File: src/rtl/qr_pkg.sv
// Shared constants and the rail encode/decode helpers for the quad-rail adapter.
// Assumes a 2-bit digit maps to exactly one of four rails by its binary value.
package qr_pkg;

    localparam int RAILS = 4;

    typedef logic [RAILS-1:0] rail_t;
    typedef logic [1:0]       digit_t;

    // Raise the rail whose index equals the digit value.
    function automatic rail_t digit_to_rail(input digit_t d);
        return rail_t'(1) << d;
    endfunction

    // Return the index of the highest raised rail (only meaningful when one-hot).
    function automatic digit_t rail_to_digit(input rail_t r);
        digit_t d;
        d = 2'd0;
        for (int i = 0; i < RAILS; i++) begin
            if (r[i]) d = 2'(i);
        end
        return d;
    endfunction

endpackage

File: src/rtl/qr_tx.sv
// Sender half: takes a word from a valid/ready stream and sends it digit by
// digit as single raised rails, with a return to neutral between digits.
// Assumes tx_ack is a level from the far receiver, sampled on clk.
module qr_tx
    import qr_pkg::*;
#(
    parameter int WORD_W = 8
) (
    input  logic              clk,
    input  logic              rst_n,
    input  logic              s_valid,
    output logic              s_ready,
    input  logic [WORD_W-1:0] s_data,
    output rail_t             tx_rail,
    input  logic              tx_ack
);

    localparam int DIGITS = WORD_W / 2;
    localparam int CNT_W  = (DIGITS > 1) ? $clog2(DIGITS) : 1;

    typedef enum logic [1:0] {
        TX_IDLE = 2'd0,
        TX_DRIVE = 2'd1,
        TX_NEUTRAL = 2'd2
    } tx_state_t;

    tx_state_t         state_q;
    logic [WORD_W-1:0] rest_q;
    logic [CNT_W-1:0]  left_q;
    rail_t             rail_q;

    // Accept only when idle and the far side has released its acknowledge.
    always_comb begin
        s_ready = (state_q == TX_IDLE) && !tx_ack;
    end

    assign tx_rail = rail_q;

    // Digit sequencer: drive rail, wait ack high, go neutral, wait ack low.
    always_ff @(posedge clk) begin
        if (!rst_n) begin
            state_q <= TX_IDLE;
            rest_q  <= '0;
            left_q  <= '0;
            rail_q  <= '0;
        end else begin
            case (state_q)
                TX_IDLE: begin
                    if (s_valid && s_ready) begin
                        rail_q  <= digit_to_rail(s_data[1:0]);
                        rest_q  <= s_data >> 2;
                        left_q  <= CNT_W'(DIGITS - 1);
                        state_q <= TX_DRIVE;
                    end
                end
                TX_DRIVE: begin
                    if (tx_ack) begin
                        rail_q  <= '0;
                        state_q <= TX_NEUTRAL;
                    end
                end
                TX_NEUTRAL: begin
                    if (!tx_ack) begin
                        if (left_q == '0) begin
                            state_q <= TX_IDLE;
                        end else begin
                            rail_q  <= digit_to_rail(rest_q[1:0]);
                            rest_q  <= rest_q >> 2;
                            left_q  <= left_q - 1'b1;
                            state_q <= TX_DRIVE;
                        end
                    end
                end
                default: state_q <= TX_IDLE;
            endcase
        end
    end

    AST_TX_ONEHOT0: assert property (@(posedge clk) disable iff (!rst_n)
        $onehot0(rail_q));
    AST_TX_HOLD_UNTIL_ACK: assert property (@(posedge clk) disable iff (!rst_n)
        (rail_q != '0 && !tx_ack) |=> (rail_q == $past(rail_q)));
    AST_TX_NEUTRAL_ON_ACK: assert property (@(posedge clk) disable iff (!rst_n)
        (rail_q != '0 && tx_ack) |=> (rail_q == '0));
    AST_TX_NO_RAISE_UNDER_ACK: assert property (@(posedge clk) disable iff (!rst_n)
        (rail_q == '0 && tx_ack) |=> (rail_q == '0));

endmodule

File: src/rtl/qr_rx.sv
// Receiver half: senses completion as exactly one raised rail, acknowledges,
// waits for neutral, and rebuilds the word least-significant digit first.
// Assumes rx_rail levels are sampled on clk. Two or more raised rails are an error.
module qr_rx
    import qr_pkg::*;
#(
    parameter int WORD_W = 8
) (
    input  logic              clk,
    input  logic              rst_n,
    input  rail_t             rx_rail,
    output logic              rx_ack,
    output logic              m_valid,
    input  logic              m_ready,
    output logic [WORD_W-1:0] m_data,
    output logic              rx_err
);

    localparam int DIGITS = WORD_W / 2;
    localparam int CNT_W  = (DIGITS > 1) ? $clog2(DIGITS) : 1;

    logic              ack_q;
    logic              err_q;
    logic              mval_q;
    logic [WORD_W-1:0] mdat_q;
    logic [CNT_W-1:0]  pos_q;
    digit_t            part_q [DIGITS];

    logic              one_hot;
    logic              multi;
    logic              neutral;
    logic              last;
    logic              out_free;
    logic              take;
    digit_t            dig;
    logic [WORD_W-1:0] word_next;

    // Completion detection and the capture condition.
    always_comb begin
        one_hot  = ($countones(rx_rail) == 1);
        multi    = ($countones(rx_rail) > 1);
        neutral  = (rx_rail == '0);
        last     = (pos_q == CNT_W'(DIGITS - 1));
        out_free = !mval_q || m_ready;
        take     = !ack_q && one_hot && (!last || out_free);
        dig      = rail_to_digit(rx_rail);
    end

    // Merge stored digits with the one arriving now into a full word.
    generate
        for (genvar g = 0; g < DIGITS; g++) begin : g_merge
            always_comb begin
                word_next[2*g +: 2] = (pos_q == CNT_W'(g)) ? dig : part_q[g];
            end
        end
    endgenerate

    // Acknowledge, digit store and output register.
    always_ff @(posedge clk) begin
        if (!rst_n) begin
            ack_q  <= 1'b0;
            err_q  <= 1'b0;
            mval_q <= 1'b0;
            mdat_q <= '0;
            pos_q  <= '0;
            for (int i = 0; i < DIGITS; i++) part_q[i] <= '0;
        end else begin
            err_q <= multi;
            if (mval_q && m_ready) mval_q <= 1'b0;
            if (take) begin
                ack_q <= 1'b1;
                if (last) begin
                    mdat_q <= word_next;
                    mval_q <= 1'b1;
                    pos_q  <= '0;
                end else begin
                    part_q[pos_q] <= dig;
                    pos_q         <= pos_q + 1'b1;
                end
            end else if (ack_q && neutral) begin
                ack_q <= 1'b0;
            end
        end
    end

    assign rx_ack  = ack_q;
    assign rx_err  = err_q;
    assign m_valid = mval_q;
    assign m_data  = mdat_q;

    AST_RX_NO_ACK_ON_ERR: assert property (@(posedge clk) disable iff (!rst_n)
        (!ack_q && multi) |=> !ack_q);
    AST_RX_ACK_UNTIL_NEUTRAL: assert property (@(posedge clk) disable iff (!rst_n)
        (ack_q && !neutral) |=> ack_q);
    AST_RX_ACK_NEEDS_DIGIT: assert property (@(posedge clk) disable iff (!rst_n)
        $rose(ack_q) |-> $past(one_hot));
    AST_RX_OUT_HOLD: assert property (@(posedge clk) disable iff (!rst_n)
        (mval_q && !m_ready) |=> (mval_q && $stable(mdat_q)));

endmodule

File: src/rtl/qr_link.sv
// Top of the quad-rail adapter: a sender and a receiver with separate
// channel wires, so they can be looped back or wired to a far-end circuit.
// Assumes WORD_W is even and at least 2.
module qr_link
    import qr_pkg::*;
#(
    parameter int WORD_W = 8
) (
    input  logic              clk,
    input  logic              rst_n,
    input  logic              s_valid,
    output logic              s_ready,
    input  logic [WORD_W-1:0] s_data,
    output logic [3:0]        tx_rail,
    input  logic              tx_ack,
    input  logic [3:0]        rx_rail,
    output logic              rx_ack,
    output logic              m_valid,
    input  logic              m_ready,
    output logic [WORD_W-1:0] m_data,
    output logic              rx_err
);

    qr_tx #(.WORD_W(WORD_W)) u_tx (
        .clk     (clk),
        .rst_n   (rst_n),
        .s_valid (s_valid),
        .s_ready (s_ready),
        .s_data  (s_data),
        .tx_rail (tx_rail),
        .tx_ack  (tx_ack)
    );

    qr_rx #(.WORD_W(WORD_W)) u_rx (
        .clk     (clk),
        .rst_n   (rst_n),
        .rx_rail (rx_rail),
        .rx_ack  (rx_ack),
        .m_valid (m_valid),
        .m_ready (m_ready),
        .m_data  (m_data),
        .rx_err  (rx_err)
    );

endmodule

File: config.mk
export PLATFORM = sky130hd
export DESIGN_NAME = qr_link
export DESIGN_NICKNAME = d
export VERILOG_FILES = /design/src/rtl/qr_pkg.sv /design/src/rtl/qr_tx.sv /design/src/rtl/qr_rx.sv /design/src/rtl/qr_link.sv
export SDC_FILE = /design/constraint.sdc
export NUM_CORES = 1
export LEC_CHECK = 0
export BUFFER_PORTS_ARGS = -buffer_cell sky130_fd_sc_hd__buf_2
export CAP_MARGIN = 30
export CORE_MARGIN = 2
export CORE_UTILIZATION = 55
export DETAILED_ROUTE_END_ITERATION = 8
export PLACE_DENSITY = 0.81
export SLEW_MARGIN = 10
export SYNTH_ARGS = -nofsm -noshare
export SYNTH_HDL_FRONTEND = slang
export SYNTH_SLANG_ARGS = --single-unit
File: constraint.sdc
create_clock -name clk -period 6 [get_ports clk]
set_input_delay 0.3 -clock clk [delete_from_list [all_inputs] [get_ports clk]]
set_output_delay 0.3 -clock clk [all_outputs]
set_load 0.02 [all_outputs]
# Yosys cells after proc, flatten, opt, wreduce, memory -nomap -nowiden
# Memory sizes are Yosys's and may differ from the RTL's. A register that Yosys moved wholly into a read port is not among the register bits.
# Index checks and enable logic that the tools add are counted.
# word_totals
register_bits,29
mem_bits_rw,8
inputBits,17
out_inout_bits,16
memories,1
# mem_list
memory,depth,word_bits,read_ports,rd_clocked_by_memory_dff,write_ports,line_no,source
u_rx.part_q,4,2,3,3,4,qr_rx.sv:27,digit_t part_q [DIGITS];
# classes
addsub,5
magnitude_cmp,1
eq_ne,10
n_shift,2
muxes,38
n_reduce_logical,27
# ops
operator,count
2-bit by 32-bit adder with 32-bit output,1
32-bit by 2-bit equality test with 1-bit output (second input constant),1
32-bit by 2-bit greater-than comparator with 1-bit output (second input constant),1
2-bit 2-to-1 mux,14
8-bit 2-to-1 mux,3
4-bit 2-to-1 mux,4
8-bit case mux with 2 select lines,1
1-bit 2-to-1 mux,13
4-bit case mux with 3 select lines,1
2-bit inequality test (second input constant),4
1-bit by 2-bit << shifter with 4-bit output (first input constant),2
1-bit logical NOT,7
2-bit equality test (second input constant),3
1-bit logical AND,6
2-bit logical NOT,3
2-bit case mux with 3 select lines,1
5-bit AND reduction,1
1-bit by 1-bit adder with 2-bit output,2
2-bit by 1-bit equality test with 1-bit output (second input constant),2
4-bit logical NOT,1
2-bit case mux with 2 select lines,1
4-bit AND reduction,1
2-bit nonzero test,2
3-bit AND reduction,1
6 further kinds,7

# Depth between registers and ports, before layout
# Gate-level depths: netlist of run 1.
# depth
word_depth,10
mapped_depth,11
ltp_nobuf,10

# Cells and area by module
# From an unflattened synthesis of run 1, not the netlist that was laid out.
# hier_totals
cells_unflattened,166
hier_area_um2,1579.0
# modules_own_cells
mod,n_inst,cells_each,area_per_inst_um2,seq_area_each_um2
qr_rx,1,91,905.9,440.4
qr_tx,1,75,673.1,280.3

# Worst setup path before layout of run 1
# No wires, ideal clock.
# synth_timing
path_type,in2reg
startpoint,input port rx_rail[2]
endpoint,memory u_rx.part_q[0][0] (netlist name) (enable)
arrival_ps,2539
required_time_ps,5662
setup_slack_ps,3124
cell_stages,9
path_buffers,1
cell_sequence,inv_1 -> ha_1 -> inv_1 -> fa_1 -> ha_1 -> or4_4 -> or3_1 -> buf_6 -> o31ai_1
# synth_rtl
item,line_no,source
"start, declared",qr_link.sv:16,"input logic [3:0] rx_rail,"
"end, declared",qr_rx.sv:27,

==> results of run 1 <==
## routing by layer
metal	vias up	wire length, µm
met3	8	131
li1	611	-
met4	0	56
met1	557	1240
met5	-	0
met2	29	1410
## kinds of logic (layout without fill, tap and decap cells)
family / after synthesis / in the layout / share of synthesized area (%)
multiplexers: 13 / 13 / 8.69
buffers and inverters: 18 / 52 / 5.38
flip-flops: 33 / 33 / 47.7
AO/OA/AOI/OAI: 27 / 27 / 11.8
AND/OR/NAND/NOR: 56 / 56 / 19.4
adder cells (fa/ha/maj): 8 / 8 / 7.12
## worst max-delay path by stage
stage | startpoint | end | slack (ns) | depth (start not counted)
6_report | rx_rail[2] | u_rx.part_q[0][0]$_SDFFCE_PN0P_ | 3.17 | 9
5_1_grt | rx_rail[3] | u_rx.part_q[0][0]$_SDFFCE_PN0P_ | 3.03 | 9
4_1_cts | rx_rail[2] | u_rx.part_q[0][0]$_SDFFCE_PN0P_ | 3.18 | 9
3_5_place_dp | rx_rail[3] | u_rx.part_q[0][0]$_SDFFCE_PN0P_ | 2.80 | 9
3_3_place_gp | rx_rail[2] | u_rx.part_q[0][0]$_SDFFCE_PN0P_ | 2.95 | 9
2_1_floorplan | rx_rail[2] | u_rx.part_q[0][0]$_SDFFCE_PN0P_ | 3.12 | 9
## report_power, final
part,switching [mW],leakage [nW],internal [mW]
logic,0.0364,0.447,0.0267
clock network,0.0737,0.0320,0.0446
registers,0.00926,0.282,0.237
## per-stage QoR
step / util (%) / power [mW] / cells / hold WS, ns
floorplan: - / 0.296 / 155 / 0.437
global placement: 62.5 / 0.310 / 212 / 0.449
detailed placement: 62.5 / 0.315 / 212 / 0.465
CTS: 64.4 / 0.432 / 220 / 0.192
global route: 64.4 / 0.451 / 220 / 0.200
finish: 64.4 / 0.428 / 220 / 0.204
## layout make-up
| cell class | instances | area, µm² |
|---|---|---|
| sequential | 33 | 721 |
| inverter | 11 | 41.3 |
| clock buffer | 6 | 41.3 |
| clock inverter | 2 | 10.0 |
| tap | 31 | 38.8 |
| fill | 242 | 957 |
| timing repair buffer | 33 | 168 |
| multi-input combinational | 104 | 709 |
## state kept, by name (all words and copies together) (netlist names), 2 cells and up
name / cells
u_tx.tx_rail: 4
u_tx.state_q: 2
u_rx.part_q: 6
u_tx.rest_q: 6
u_rx.pos_q: 2
u_rx.m_data: 7
u_tx.left_q: 2
## cell usage after synthesis (2+ instances only)
cell type | n | area (µm²)
nand2b_1 | 8 | 50.1
nor2_1 | 20 | 75.1
a211oi_1 | 9 | 67.6
dfxtp_1 | 27 | 541
o21ai_0 | 4 | 20.0
ha_1 | 7 | 87.6
nand3_1 | 4 | 20.0
a21oi_1 | 6 | 30.0
edfxtp_1 | 6 | 180
nor4_1 | 2 | 12.5
clkbuf_1 | 2 | 7.51
o22ai_1 | 4 | 25.0
or2_2 | 2 | 12.5
nand2_1 | 7 | 26.3
mux2i_1 | 12 | 120
nor3_1 | 7 | 35.0
inv_1 | 11 | 41.3
buf_2 | 2 | 10.0
## worst register-to-register path, cell delays in order (launching register included)
cell and delay (ns):
dfxtp_1 0.35, or4_4 0.56, or3_1 0.47, o31ai_1 0.39
==> impl_metrics.toml, run 1 <==
[status]
outcome = "finished, final reports clean"

[clocking]
cts_made_buffers = 5
postCtsSetupBuffers = 0
cts.reportedPaths.clkPinSlew_ns = 0.10
cts.sinks = 33
root_buffer = "clkbuf_4"
cts_htree_levels = 2
cts_resized = 0
clk_latency_ns = 0.34
cts_buffer_depth = 2
cts.hold.buffers_added = 0
cts_tree = "done"

[setup_path]
crit_fanout = 9
worst_setup_path_start_kind = "input pin"
worst-setup-path-type = "input pin to flip-flop"
regToRegStartpoint = "u_rx.rx_ack$_SDFFE_PN0P_"
end_kind = "flip-flop"
slowest_stage = "or4_4"
path_buf_inv = 3
crit_required_ns = 6.01
reg2regPathDepth = 3
worst_r2r_endpoint = "u_rx.part_q[0][0]$_SDFFCE_PN0P_"
reg2reg_slack_ns = 3.91
crit_chain = "buf_2, inv_1, ha_1, inv_1, fa_1, ha_1, or4_4, or3_1, o31ai_1"
crit_family = "adder cells"
slowest_delay_ns = 0.50
cp.arrival_ns = 2.83

[routing]
drc = 0
wire_per_inst_um = 12.9
via_count = 1205
drt_pass1_iterations = 4
drt-total-wl_um = 2830
drtIter0Drc = 23
drtAntennaViolNets = 0
vias_per_cell = 5.48

[cells_and_area]
finalInstanceArea_um2 = 1730
final_common_cell = "buf_2"
layout_common_cells = "buf_2, dfxtp_1, nor2_1"
finalNetCount = 213
area_growth_pct = 14.4
drive_gt1_share_pct = 24.3
diodes = 0

[sta]
finalWorstSetupSlack_ns = 3.17
rsz0062_at_grt = "no"
slew_viol_final = 0
min_period_over_period_pct = 47.1
hold_violations = 0
worst_slew_pin_slew_ns = 0.809
fin_skew_ns = 0.00805
fin_tns_setup_ns = 0
max_clock_freq_ghz = 0.354
finalSetupViolations = 0
relSlewSlack_pct = 46.0
period_minus_slack_ns = 2.83

[synthesis]
yosysSeqAreaShare_pct = 47.7
synth_edf_count = 6
synth_seq_cells = 33
synthCells = 155
synth_nets = 180
ys_types = 33
ys_warn_count = 0
syn_avg_cell_area_um2 = 9.75
async_reset_ff_share_pct = 0
syn-cell-area_um2 = 1510
synth_ff_type = "dfxtp_1"

[global_route]
grt_overflow = 0
track_usage_pct = 19.8
grt_pass1_vias = 1131
antenna_found_initial = 0
met1_usage_pct = 23.0
busiest_layer = "met2"
grt.met2_usage_pct = 31.7
use_met3_pct = 7.14
grt_max_degree = 25
grt_pass1_wl_um = 4840

[worst_hold_path]
worst_hold_path.num_cells = 3
min_from = "s_data[6]"
min_to = "u_tx.rest_q[4]$_SDFFE_PN0P_"
hold_class = "input pin to flip-flop"

[floorplan]
design.portCount = 33
row_count = 19
start_util_pct = 56.3
core_region_area_um2 = 2690
die-area_um2 = 3180
die_h_um = 56.4
die_w_um = 56.4

[place]
hpwl_um = 2130
io_buffers = 32
gp_congestion = 0.873
place_worst_setup_slack_ns = 2.80
placed_area_um2 = 1680

[flow_run]
cap_violations = 0

[pwr]
leakage_nw = 0.761
p_per_area_nw_per_um2 = 247
irDropWorstVdd_mv = 0.181
(Power assumes the default switching activity.)
==> run 2, diff against run 1 <==
- CORE_UTILIZATION: 55 -> 48
- PLACE_DENSITY: 0.81 -> 0.75
- clock period: 6 -> 2.45 ns (I/O delays scaled with it)
==> run 2 against run 1 <==
Non-clock buffer count increased by 8. Flip-flop and latch count is the same. Utilization decreased by 2.7 points. Cell count is 9.5% higher. Sequential share of layout area shrank 3.1 points. Clock power increased by 140%. First-iteration DRC count grew 30%. Design area rose by 8.0%. Sequential power up 150%. Wire length grew 5.7%. Clock skew increased by 0.0025 ns. Combinational power rose to 2.9 times the previous value. Largest power group unchanged.
==> impl_metrics.toml, run 2 (synthesized netlist as in run 1, its figures left out) <==
[cells_and_area]
finalNonFillerCells = 241
n_fill_cell = 273
finalNetCount = 221
largest_reg_flops = 7
area_growth_pct = 23.5
drive_gt1_share_pct = 30.5
diodes = 0
final_common_cell = "buf_2"
layout_common_cells = "buf_2, dfxtp_1, nor2_1"

[sta]
fin_skew_ns = 0.0106
max_clock_freq_ghz = 0.429
min_period_over_period_pct = 95.1
hold_violations = 0
slew_viol_final = 0
period_minus_slack_ns = 2.33
finalSetupViolations = 0
whs_ns = 0.0471
rsz0062_at_grt = "no"
relSlewSlack_pct = 67.2
worst_slew_pin_slew_ns = 0.492
fin_tns_setup_ns = 0

[setup_path]
crit_required_ns = 2.49
crit_fanout = 6
cp_common_cell = "ha_4"
path_buf_inv = 3
worst-setup-path-type = "input pin to flip-flop"
slowest_delay_ns = 0.43
crit_chain = "buf_2, inv_12, ha_4, inv_2, fa_2, ha_4, or4_4, or3_4, o31ai_4"
end_kind = "flip-flop"
crit_family = "adder cells"
worst_setup_path_start_kind = "input pin"
cp.arrival_ns = 2.37
slowest_stage = "or3_4"

[place]
hpwl_um = 2300
gp_congestion = 0.710
placedCellCount = 233
io_buffers = 32

[floorplan]
die-area_um2 = 3610
die_h_um = 60.1
row_count = 20
die_w_um = 60.1
design.portCount = 33
core_region_area_um2 = 3030
start_util_pct = 49.9

[global_route]
track_usage_pct = 18.9
antenna_found_initial = 0
grt_max_degree = 24
grt_pass1_vias = 1168
grt_overflow = 0
grt_pass1_wl_um = 4920

[routing]
wl_met2_um = 1500
drt-total-wl_um = 3000
top_layer = "met4"
drtAntennaViolNets = 0
wl_met3_um = 95
drc = 0
vias_per_cell = 5.12
wl_met1_um = 1300
wire_per_inst_um = 12.4
drt_pass1_iterations = 4
via_count = 1235
drtIter0Drc = 30

[pwr]
p_per_area_nw_per_um2 = 576
irDropWorstVdd_mv = 0.338
leakage_nw = 0.797

[clocking]
cts_tree = "done"
cts.sinks = 33
postCtsSetupBuffers = 0
cts.reportedPaths.clkPinSlew_ns = 0.09
root_buffer = "clkbuf_4"
clk_latency_ns = 0.34
cts.hold.buffers_added = 0
cts_made_buffers = 5
cts_resized = 0
cts_htree_levels = 2
cts_buffer_depth = 2

[status]
outcome = "finished, final reports clean"

[flow_run]
cap_violations = 0

[worst_hold_path]
hold_class = "input pin to flip-flop"
-- run 2: cell types whose count changed in the layout (fill, tap and decap cells not counted), moves of 2 or more --
cell and change:
inv_1 -3, clkbuf_1 +2, o21ai_1 +2, buf_4 +8, o21ai_0 -2, clkinv_2 -2
ha_4 +2, ha_1 -2
-- run 2: report_power, final --
part	switching (mW)	internal, mW	total, mW
Sequential	0.0240	0.580	0.604
Combinational	0.0999	0.0858	0.186
Clock	0.172	0.114	0.286
-- run 2: layer usage --
metal | vias up | GRT usage (%)
met5 | - | 0
met4 | 0 | 13.0
met3 | 9 | 4.11
met2 | 32 | 31.4
met1 | 566 | 21.3
li1 | 628 | -
-- run 2: final timing paths --
check | from | slack, ns | depth (start not counted) | endpoint
hold reg to reg | u_tx.tx_rail[1]$_SDFFE_PN0P_ | 0.47 | 2 | u_tx.tx_rail[1]$_SDFFE_PN0P_
hold / removal | s_data[6] | 0.05 | 3 | u_tx.rest_q[4]$_SDFFE_PN0P_
setup / recovery | rx_rail[2] | 0.12 | 9 | u_rx.part_q[0][0]$_SDFFCE_PN0P_
setup reg to reg | u_rx.rx_ack$_SDFFE_PN0P_ | 0.57 | 3 | u_rx.part_q[0][0]$_SDFFCE_PN0P_
-- run 2: final cells by class --
| cell class | count | area [µm²] | area share, % |
|---|---|---|---|
| inverters | 11 | 58.8 | 3.15 |
| multi-input cells | 104 | 756 | 40.5 |
| repair buffers | 41 | 228 | 12.2 |
| flip-flops and latches | 33 | 721 | 38.6 |
| well taps | 44 | 55.1 | 2.95 |
| clock buffers | 8 | 48.8 | 2.61 |
-- run 2: per-stage QoR --
step | area, µm² | util [%] | setup WS, ns | power [mW]
after floorplan | 1570 | - | -0.0591 | 0.739
after global placement | 1810 | 59.9 | -0.267 | 0.791
after detailed placement | 1810 | 59.9 | -0.325 | 0.802
after CTS | 1860 | 61.5 | 0.0385 | 1.08
after global routing | 1870 | 61.7 | 0.0438 | 1.13
final | 1870 | 61.7 | 0.119 | 1.08
-- run 2: worst reg2reg max path, cell delays in order, from the launching register on --
cell and delay, ns:
dfxtp_1 0.35, or4_4 0.55, or3_4 0.43, o31ai_4 0.26
==> run 3, diff against run 2 <==
- BUFFER_PORTS_ARGS: -buffer_cell sky130_fd_sc_hd__buf_2 -> -buffer_cell sky130_fd_sc_hd__buf_4
==> run 3 against run 2 <==
Wire length is 5.6% higher. Sequential share of layout area is 2.5 points lower. Total power is 11% higher. Worst setup slack worse by 0.030 ns. Die area unchanged. Design area up 6.9%. Worst hold slack improved by 0.0077 ns. Fmax down 1.3%. Clock power is 35% higher. Combinational power increased by 6%.
==> impl_metrics.toml, run 3 (synthesized netlist as in run 1, its figures left out) <==
[status]
outcome = "finished, final reports clean"

[floorplan]
die-area_um2 = 3610
die_h_um = 60.1
row_count = 20
core_region_area_um2 = 3030
design.portCount = 33
die_w_um = 60.1
start_util_pct = 49.9

[sta]
worst_slew_pin_slew_ns = 0.553
max_clock_freq_ghz = 0.424
period_minus_slack_ns = 2.36
rsz0062_at_grt = "no"
fin_tns_setup_ns = 0
min_period_over_period_pct = 96.3
fin_skew_ns = 0.00827
slew_viol_final = 0
finalWorstSetupSlack_ns = 0.0899
finalSetupViolations = 0
relSlewSlack_pct = 63.1
hold_violations = 0

[setup_path]
crit_chain = "buf_4, inv_12, ha_4, inv_2, fa_2, ha_4, or4_4, or3_1, o31ai_4"
worst-setup-path-type = "input pin to flip-flop"
end_kind = "flip-flop"
crit_fanout = 7
crit_required_ns = 2.48
worst_setup_path_start_kind = "input pin"
cp.arrival_ns = 2.39
cp_common_cell = "ha_4"
slowest_delay_ns = 0.49
slowest_stage = "or3_1"

[pwr]
p_clk_share_pct = 32.4
p_int_mw = 0.882
power_frac_seq_pct = 51.0
combPwrFrac_pct = 16.7
leakage_nw = 0.841
irDropWorstVdd_mv = 0.436
swShare_pct = 25.9
report.power.total_mw = 1.19
p_per_area_nw_per_um2 = 596
p_sw_mw = 0.308

[clocking]
cts.hold.buffers_added = 0
cts_buffer_depth = 2
root_buffer = "clkbuf_4"
clk_latency_ns = 0.33
cts.reportedPaths.clkPinSlew_ns = 0.10
cts.sinks = 33
cts_tree = "done"
postCtsSetupBuffers = 0
cts_htree_levels = 2
cts_made_buffers = 5
cts_resized = 0

[cells_and_area]
area_growth_pct = 32.0
largest_reg_flops = 7
utilization_pct = 65.9
n_fill_cell = 265
finalNonFillerCells = 244
layout_common_cells = "buf_4, dfxtp_1, nor2_1"
drive_gt1_share_pct = 32.0
finalNetCount = 224
final_common_cell = "buf_4"
diodes = 0

[place]
placedCellCount = 236
io_buffers = 32
place_worst_setup_slack_ns = -0.272
hpwl_um = 2390
gp_congestion = 0.707

[global_route]
grt_overflow = 0
antenna_found_initial = 0
grt_pass1_vias = 1233
track_usage_pct = 19.4
grt_pass1_wl_um = 5190
grt_max_degree = 24

[routing]
drc = 0
drtIter0Drc = 48
drtAntennaViolNets = 0
vias_per_cell = 5.26
wire_per_inst_um = 13.0
drt-total-wl_um = 3160
drt_pass1_iterations = 4
via_count = 1283

[worst_hold_path]
hold_class = "input pin to flip-flop"

[flow_run]
cap_violations = 0
run 3: cell types whose count changed in the layout (fill, tap and decap cells not counted):
cell	delta
clkbuf_16	+1
or3_1	+1
or3_4	-1
buf_2	-32
clkbuf_1	-2
buf_4	+35
clkbuf_8	+1
run 3: stage by stage:
stage          area, µm²  hold WS [ns]
3_5_place_dp        1920         0.403
6_report            2000        0.0548
5_1_grt             2000        0.0495
3_3_place_gp        1920         0.403
4_1_cts             2000        0.0535
2_1_floorplan       1570         0.270
run 3: area by class of cell:
class | count | area (µm²) | share of cell area (%)
inverter | 11 | 58.8 | 2.95
tap | 44 | 55.1 | 2.76
timing repair buffer | 44 | 330 | 16.6
clock buffer | 8 | 80.1 | 4.01
multi-input combinational | 104 | 751 | 37.6
sequential | 33 | 721 | 36.1
run 3: per-layer routing:
metal	vias to the layer above	track usage (%)	part of all wire (%)
met1	613	22.1	43
met4	0	5.08	1.2
li1	630	-	-
met5	-	0	0
met2	35	35.1	51
met3	5	5.84	4.8
run 3: worst max-delay path: cells and delay by family:
| kind | cells | cell delay [ns] |
|---|---|---|
| and+or+nand+nor | 2 | 0.90 |
| adders and majority gates | 3 | 0.88 |
| AOI/OAI and AO/OA | 1 | 0.29 |
| buffers and inverters | 3 | 0.20 |
run 3: power groups by stage:
stage          sequential, mW  combinational [mW]  clock [mW]
2_1_floorplan           0.621               0.118           0
3_3_place_gp            0.616               0.191           0
3_5_place_dp            0.618               0.199           0
4_1_cts                 0.606               0.201       0.391
5_1_grt                 0.610               0.219       0.421
6_report                0.606               0.198       0.385
run 3: path summary, 6_finish.rpt:
path                                                   start                               to  slack [ns]  cells after the start
worst min register to register  u_tx.tx_rail[2]$_SDFFE_PN0P_     u_tx.tx_rail[2]$_SDFFE_PN0P_        0.48                      2
worst min-delay path                               s_data[6]      u_tx.rest_q[4]$_SDFFE_PN0P_        0.05                      3
worst max-delay path                              rx_rail[2]  u_rx.part_q[0][1]$_SDFFCE_PN0P_        0.09                      9
worst max register to register      u_rx.rx_ack$_SDFFE_PN0P_  u_rx.part_q[0][1]$_SDFFCE_PN0P_        0.50                      3
